===== config.mk =====
export PLATFORM = sky130hd
export DESIGN_NAME = transition_recorder
export DESIGN_NICKNAME = d
export VERILOG_FILES = /design/src/rtl/tr_pkg.sv /design/src/rtl/tr_interval_ctr.sv /design/src/rtl/tr_pack.sv /design/src/rtl/tr_out_stage.sv /design/src/rtl/transition_recorder.sv
export SDC_FILE = /design/constraint.sdc
export NUM_CORES = 1
export LEC_CHECK = 0
export BUFFER_PORTS_ARGS = -buffer_cell sky130_fd_sc_hd__clkbuf_2
export CORE_ASPECT_RATIO = 0.6
export CORE_UTILIZATION = 57
export CTS_CLUSTER_DIAMETER = 30
export DETAILED_ROUTE_END_ITERATION = 16
export PLACE_DENSITY = 0.8
export SLEW_MARGIN = 25
export SYNTH_ARGS = -nofsm -noshare
export SYNTH_HDL_FRONTEND = slang
export SYNTH_HIERARCHICAL = 1
export SYNTH_SLANG_ARGS = --single-unit

===== constraint.sdc =====
create_clock -name clk -period 3.64 [get_ports clk]
set_clock_uncertainty 0.05 [all_clocks]
set_input_delay 0 -clock clk [delete_from_list [all_inputs] [get_ports clk]]
set_output_delay 0 -clock clk [all_outputs]
set_load 0.02 [all_outputs]

===== src/rtl/tr_pkg.sv =====
package tr_pkg;
   typedef enum logic [1:0] {
      KIND_NONE   = 2'd0,
      KIND_START  = 2'd1,
      KIND_CHANGE = 2'd2,
      KIND_IDLE   = 2'd3
   } rec_kind_t;
endpackage


===== src/rtl/tr_interval_ctr.sv =====
module tr_interval_ctr #(
   parameter int CNT_W = 16
) (
   input  logic             clk,
   input  logic             rst_n,
   input  logic             restart,
   input  logic             advance,
   output logic [CNT_W-1:0] count
);
   always_ff @(posedge clk or negedge rst_n) begin
      if (!rst_n)
         count <= '0;
      else if (restart)
         count <= CNT_W'(1);
      else if (advance)
         count <= count + 1'b1;
   end
endmodule


===== src/rtl/tr_pack.sv =====
module tr_pack
   import tr_pkg::*;
#(
   parameter int SAMPLE_W = 16,
   parameter int STAMP_W  = 16,
   parameter int EXT_EN   = 1,
   parameter int CNT_W    = 31,
   localparam int REC_W   = SAMPLE_W + STAMP_W
) (
   input  rec_kind_t         kind,
   input  logic              ext,
   input  logic [SAMPLE_W-1:0] now_val,
   input  logic [SAMPLE_W-1:0] held_val,
   input  logic [CNT_W-1:0]  elapsed,
   output logic [REC_W-1:0]  word
);
   logic [REC_W-1:0] basic_word;

   always_comb begin
      case (kind)
         KIND_START:  basic_word = {now_val, {STAMP_W{1'b0}}};
         KIND_CHANGE: basic_word = {now_val, elapsed[STAMP_W-1:0]};
         KIND_IDLE:   basic_word = {held_val, {STAMP_W{1'b0}}};
         default:     basic_word = '0;
      endcase
   end

   generate
      if (EXT_EN != 0) begin : g_ext
         logic [REC_W-1:0] ext_word;
         always_comb begin
            case (kind)
               KIND_START:  ext_word = {now_val, {STAMP_W{1'b0}}};
               KIND_CHANGE: ext_word = {now_val, elapsed[STAMP_W-2:0], 1'b0};
               KIND_IDLE:   ext_word = {{(REC_W-1){1'b0}}, 1'b1};
               default:     ext_word = '0;
            endcase
         end
         assign word = ext ? ext_word : basic_word;
      end else begin : g_basic
         logic unused_ext;
         assign unused_ext = ext;
         assign word = basic_word;
      end
   endgenerate
endmodule


===== src/rtl/tr_out_stage.sv =====
module tr_out_stage #(
   parameter int REC_W  = 32,
   parameter int ADDR_W = 12
) (
   input  logic              clk,
   input  logic              rst_n,
   input  logic              load_req,
   input  logic [REC_W-1:0]  word_in,
   input  logic              rewind,
   input  logic [ADDR_W-1:0] rewind_addr,
   input  logic              ready,
   output logic              valid,
   output logic [REC_W-1:0]  word_q,
   output logic [ADDR_W-1:0] addr_q,
   output logic              dropped
);
   logic taken;
   logic can_load;

   assign taken    = valid && ready;
   assign can_load = !valid || ready;
   assign dropped  = load_req && !can_load;

   always_ff @(posedge clk or negedge rst_n) begin
      if (!rst_n) begin
         valid  <= 1'b0;
         word_q <= '0;
      end else if (load_req && can_load) begin
         valid  <= 1'b1;
         word_q <= word_in;
      end else if (taken) begin
         valid  <= 1'b0;
      end
   end

   always_ff @(posedge clk or negedge rst_n) begin
      if (!rst_n)
         addr_q <= '0;
      else if (rewind)
         addr_q <= rewind_addr;
      else if (taken)
         addr_q <= addr_q + 1'b1;
   end
endmodule


===== src/rtl/transition_recorder.sv =====
module transition_recorder
   import tr_pkg::*;
#(
   parameter int SAMPLE_W = 16,
   parameter int STAMP_W  = 16,
   parameter int ADDR_W   = 12,
   parameter int EXT_EN   = 1,
   localparam int REC_W   = SAMPLE_W + STAMP_W,
   localparam int CNT_W   = (EXT_EN != 0) ? REC_W - 1 : STAMP_W
) (
   input  logic                clk,
   input  logic                rst_n,
   input  logic                start,
   input  logic                stop,
   input  logic                ext_mode,
   input  logic [ADDR_W-1:0]   base_addr,
   input  logic [SAMPLE_W-1:0] sample_in,
   input  logic                out_ready,
   output logic                out_valid,
   output logic [REC_W-1:0]    out_data,
   output logic [ADDR_W-1:0]   out_addr,
   output logic                busy,
   output logic                overflow
);
   initial begin
      assert (SAMPLE_W >= 1) else $fatal(1, "SAMPLE_W must be at least 1");
      assert (STAMP_W >= 2) else $fatal(1, "STAMP_W must be at least 2");
      assert (ADDR_W >= 1) else $fatal(1, "ADDR_W must be at least 1");
   end

   logic                run_q;
   logic                mode_q;
   logic [SAMPLE_W-1:0] last_q;
   logic [CNT_W-1:0]    elapsed;
   logic                start_ok;
   logic                live;
   logic                changed;
   logic                wrapped;
   logic                idle_due;
   logic                word_due;
   logic                dropped;
   rec_kind_t           kind;
   logic [REC_W-1:0]    word;

   assign busy     = run_q || out_valid;
   assign start_ok = start && !busy;
   assign live     = run_q && !stop;
   assign changed  = live && (sample_in != last_q);
   assign idle_due = live && !changed && wrapped;
   assign word_due = start_ok || changed || idle_due;

   generate
      if (EXT_EN != 0) begin : g_mode
         always_ff @(posedge clk or negedge rst_n) begin
            if (!rst_n)
               mode_q <= 1'b0;
            else if (start_ok)
               mode_q <= ext_mode;
         end
         assign wrapped = mode_q ? (elapsed == '0)
                                 : (elapsed[STAMP_W-1:0] == '0);
      end else begin : g_nomode
         logic unused_mode;
         assign unused_mode = ext_mode;
         assign mode_q  = 1'b0;
         assign wrapped = (elapsed == '0);
      end
   endgenerate

   always_comb begin
      if (start_ok)
         kind = KIND_START;
      else if (changed)
         kind = KIND_CHANGE;
      else if (idle_due)
         kind = KIND_IDLE;
      else
         kind = KIND_NONE;
   end

   always_ff @(posedge clk or negedge rst_n) begin
      if (!rst_n)
         run_q <= 1'b0;
      else if (start_ok)
         run_q <= 1'b1;
      else if (stop)
         run_q <= 1'b0;
   end

   always_ff @(posedge clk or negedge rst_n) begin
      if (!rst_n)
         last_q <= '0;
      else if (start_ok || changed)
         last_q <= sample_in;
   end

   always_ff @(posedge clk or negedge rst_n) begin
      if (!rst_n)
         overflow <= 1'b0;
      else if (start_ok)
         overflow <= 1'b0;
      else if (dropped)
         overflow <= 1'b1;
   end

   tr_interval_ctr #(.CNT_W(CNT_W)) u_ctr (
      .clk     (clk),
      .rst_n   (rst_n),
      .restart (word_due),
      .advance (run_q),
      .count   (elapsed)
   );

   tr_pack #(
      .SAMPLE_W (SAMPLE_W),
      .STAMP_W  (STAMP_W),
      .EXT_EN   (EXT_EN),
      .CNT_W    (CNT_W)
   ) u_pack (
      .kind     (kind),
      .ext      (mode_q),
      .now_val  (sample_in),
      .held_val (last_q),
      .elapsed  (elapsed),
      .word     (word)
   );

   tr_out_stage #(.REC_W(REC_W), .ADDR_W(ADDR_W)) u_out (
      .clk         (clk),
      .rst_n       (rst_n),
      .load_req    (word_due),
      .word_in     (word),
      .rewind      (start_ok),
      .rewind_addr (base_addr),
      .ready       (out_ready),
      .valid       (out_valid),
      .word_q      (out_data),
      .addr_q      (out_addr),
      .dropped     (dropped)
   );
endmodule


==> metrics.csv <==
metric,value,unit
path_buf_inv,0,
die_w,127,um
worstSkewPairLatency,0.35,ns
overflow,0,
cts_sinks,95,
hpwl,8.53,mm
htree_levels,3,
gp_congestion,0.885,
drc,0,
path_class,flip-flop to flip-flop,
ys.flop_type,dfrtp_1,
initial_core_util,58.8,%
fmax,0.285,GHz
first_pass_iters,5,
crit_start,last_q[8],
seq_power_share,37.5,%
drive_above_1_share,26.9,%
yosysTopAreaCell,dfrtp_1,
wl_met3,724,um
synth_edf_count,0,
clk_pin_slew,0.07,ns
grt_usage,28.6,%
p_sw,1.66,mW
slowest_delay,0.54,ns
fillers,687,
cp.required,3.82,ns
synth_seq_area_share,44.2,%
die_h,77.3,um
cap_violations,0,
grt_max_degree,73,
ys_warn_count,6,
netlist_top_cells_count,"dfrtp_1 (95), mux2_2 (49), nand2_1 (37)",
fin_tns_setup,0,ns
tritoncts,built,
synth_top_area_share,44.2,%
path_depth,9,
synthArstFlopShare,100,%
yosys.area_share.simple,25.6,%
numCtsBuffers,9,
critPathArrivalTime,3.69,ns
p_per_area,660,mW/mm2
wl_per_cell,17.6,um
synthTopCellsByArea,"dfrtp_1 (44%), mux2_2 (10%), nand3b_1 (4.5%)",
grt_pass1_wl,21.9,mm
critPathLaunchType,flip-flop,
finalCritPeriodShare,96.4,%
cts_root_buffer,clkbuf_16,
status,"complete, no violations",
core,0.00916,mm2
post-synth-top-count-cell,dfrtp_1,
syn_inst,522,
num_io_pins,81,
viasPerCell,6.11,
nets,662,
cp_max_fo,6,
synth.area.mux_share,13.8,%
netlist_area,0.00538,mm2
hold_path.class,input pin to flip-flop,
grt_pass1_vias,4391,
postRouteAntennaNets,0,
synthXorXnorAreaFrac,6.35,%
r2r-start,last_q[8],
drt_iter0_drc,346,
p_comb_share,40.1,%
syn_nets,559,
setup_ws,0.132,ns
drt-met1-wl,6.29,mm
area_growth_syn_to_layout,20.7,%
r2r_end,u_ctr/count[29],
dr.max_layer_used,met4,
diodes,0,
critPathMostFrequentCell,nor4_1,
ys_seq_elements,95,
peakVddDrop,405,uV
power.leakage,2.86,nW
netSwitchingFraction,38.8,%
setup_viol,0,
path_cells,xor2_1 > nor4_1 > nand4_1 > a2111o_1 > nand3_1 > o211ai_1 > or4_1 > nor4_1 > mux2_1,
power,4.29,mW
slew_headroom,39.4,%
reg2reg_depth,9,
r2r_slack,0.13,ns
synth_compound_area_share,5.77,%
portBuffers,80,
synth_top_family_by_area,simple AND/OR/NAND/NOR gates,
grt_setup_unrepaired,no,
period_needed,3.51,ns
end_kind,flip-flop,
stdcell_area,0.00649,mm2
routed-wl-met2,6.07,mm
avgSynthCellArea,10.3,um2
holdWs,0.0178,ns
grt_antenna_before_repair,0,
pre_cts_ws,0.125,ns
place_area,0.00588,mm2
crit_end,u_ctr/count[29],
internal-power,2.62,mW
post_cts_buffers,0,
cp_top_family,simple AND/OR/NAND/NOR gates,
rows,27,
via_count,4636,
synth_cell_types,44,
wirelength,13.3,mm
min_from,out_ready,
maxSlewViolCount,0,
p_clk_share,22.3,%
die_area,0.00984,mm2
cts_max_path_buffers,2,
synthAdderAreaFrac,0.698,%
hold_viol_final,0,
cp_slowest_cell,or4_1,
worstMarginPinSlew,0.909,ns
[tightest hold or removal path: stages]
cell and delay, ns:
clkbuf_2 0.14, nand2b_1 0.16, nand2_1 0.07
[cell families after synthesis]
kind of cell | count (synthesis)
adder cells (fa/ha/maj) | 3
flip-flops | 95
buffers and inverters | 40
XOR/XNOR | 39
multiplexers | 68
AO/OA/AOI/OAI | 49
AND/OR/NAND/NOR | 228
[sequential cells by signal (all words and copies together), names as in the netlist]
register	cells
run_q	1
u_out/addr_q	12
mode_q	1
u_out/valid	1
u_out/word_q	32
overflow	1
last_q	16
u_ctr/count	31
[timing repair]
item | in CTS | in global routing
gates resized for setup | 0 | 2
hold endpoints to repair | 100 | 0
hold buffers | 31 | 0
setup endpoints to repair | 0 | 6
[final cells by class]
| class | instances | area, um2 | share of cell area (%) |
|---|---|---|---|
| flip-flops and latches | 95 | 2380 | 36.6 |
| clock buffers | 11 | 253 | 3.89 |
| repair buffers | 123 | 803 | 12.4 |
| well taps | 130 | 163 | 2.51 |
| inverters | 9 | 33.8 | 0.520 |
| multi-input cells | 387 | 2820 | 43.4 |
| clock inverters | 4 | 45.0 | 0.694 |
[metrics by stage]
step	utilization [%]	instances
finish	70.9	759
global route	70.9	759
CTS	70.8	759
detailed placement	64.2	713
floorplan	-	522
global placement	64.2	713
[cell usage in the layout, fill, tap and decap left out, types with 4 or more instances in the layout]
master,instances
a21oi_1,16
dfrtp_1,95
or4_1,20
o31ai_1,14
o21ai_0,8
inv_1,8
xor2_1,27
nand2b_1,4
mux2_2,49
xnor2_1,12
nand2_1,37
o21ai_1,5
buf_4,13
nor4_1,17
clkbuf_16,9
nand4b_1,16
nor2_1,35
nand3_1,30
nand3b_1,32
mux2i_1,17
dlygate4sd3_1,31
clkbuf_2,79
nand4_1,11
nor3_1,5
[worst min path at each step]
stage	endpoint	slack (ns)	cells past startpoint
2_1_floorplan	last_q[0]	-0.35	0
3_3_place_gp	u_out/word_q[27]	0.14	1
3_5_place_dp	u_out/word_q[27]	0.14	1
4_1_cts	u_out/valid	0.002	3
5_1_grt	u_out/valid	0.05	3
6_report	u_out/valid	0.02	3
[routing by layer]
layer,up-vias,track usage [%]
met1,2313,40.7
met4,0,10.1
li1,2121,-
met3,27,5.86
met2,175,43.4
met5,-,0
[power by group through the flow]
stage | Clock (mW) | Combinational, mW | Sequential, mW
3_5_place_dp | 0 | 1.66 | 1.61
3_3_place_gp | 0 | 1.62 | 1.58
5_1_grt | 1.01 | 1.86 | 1.64
4_1_cts | 0.970 | 1.70 | 1.60
6_report | 0.957 | 1.72 | 1.61
2_1_floorplan | 0 | 1.04 | 1.77
Note: power is estimated with default switching activity, not from simulation.
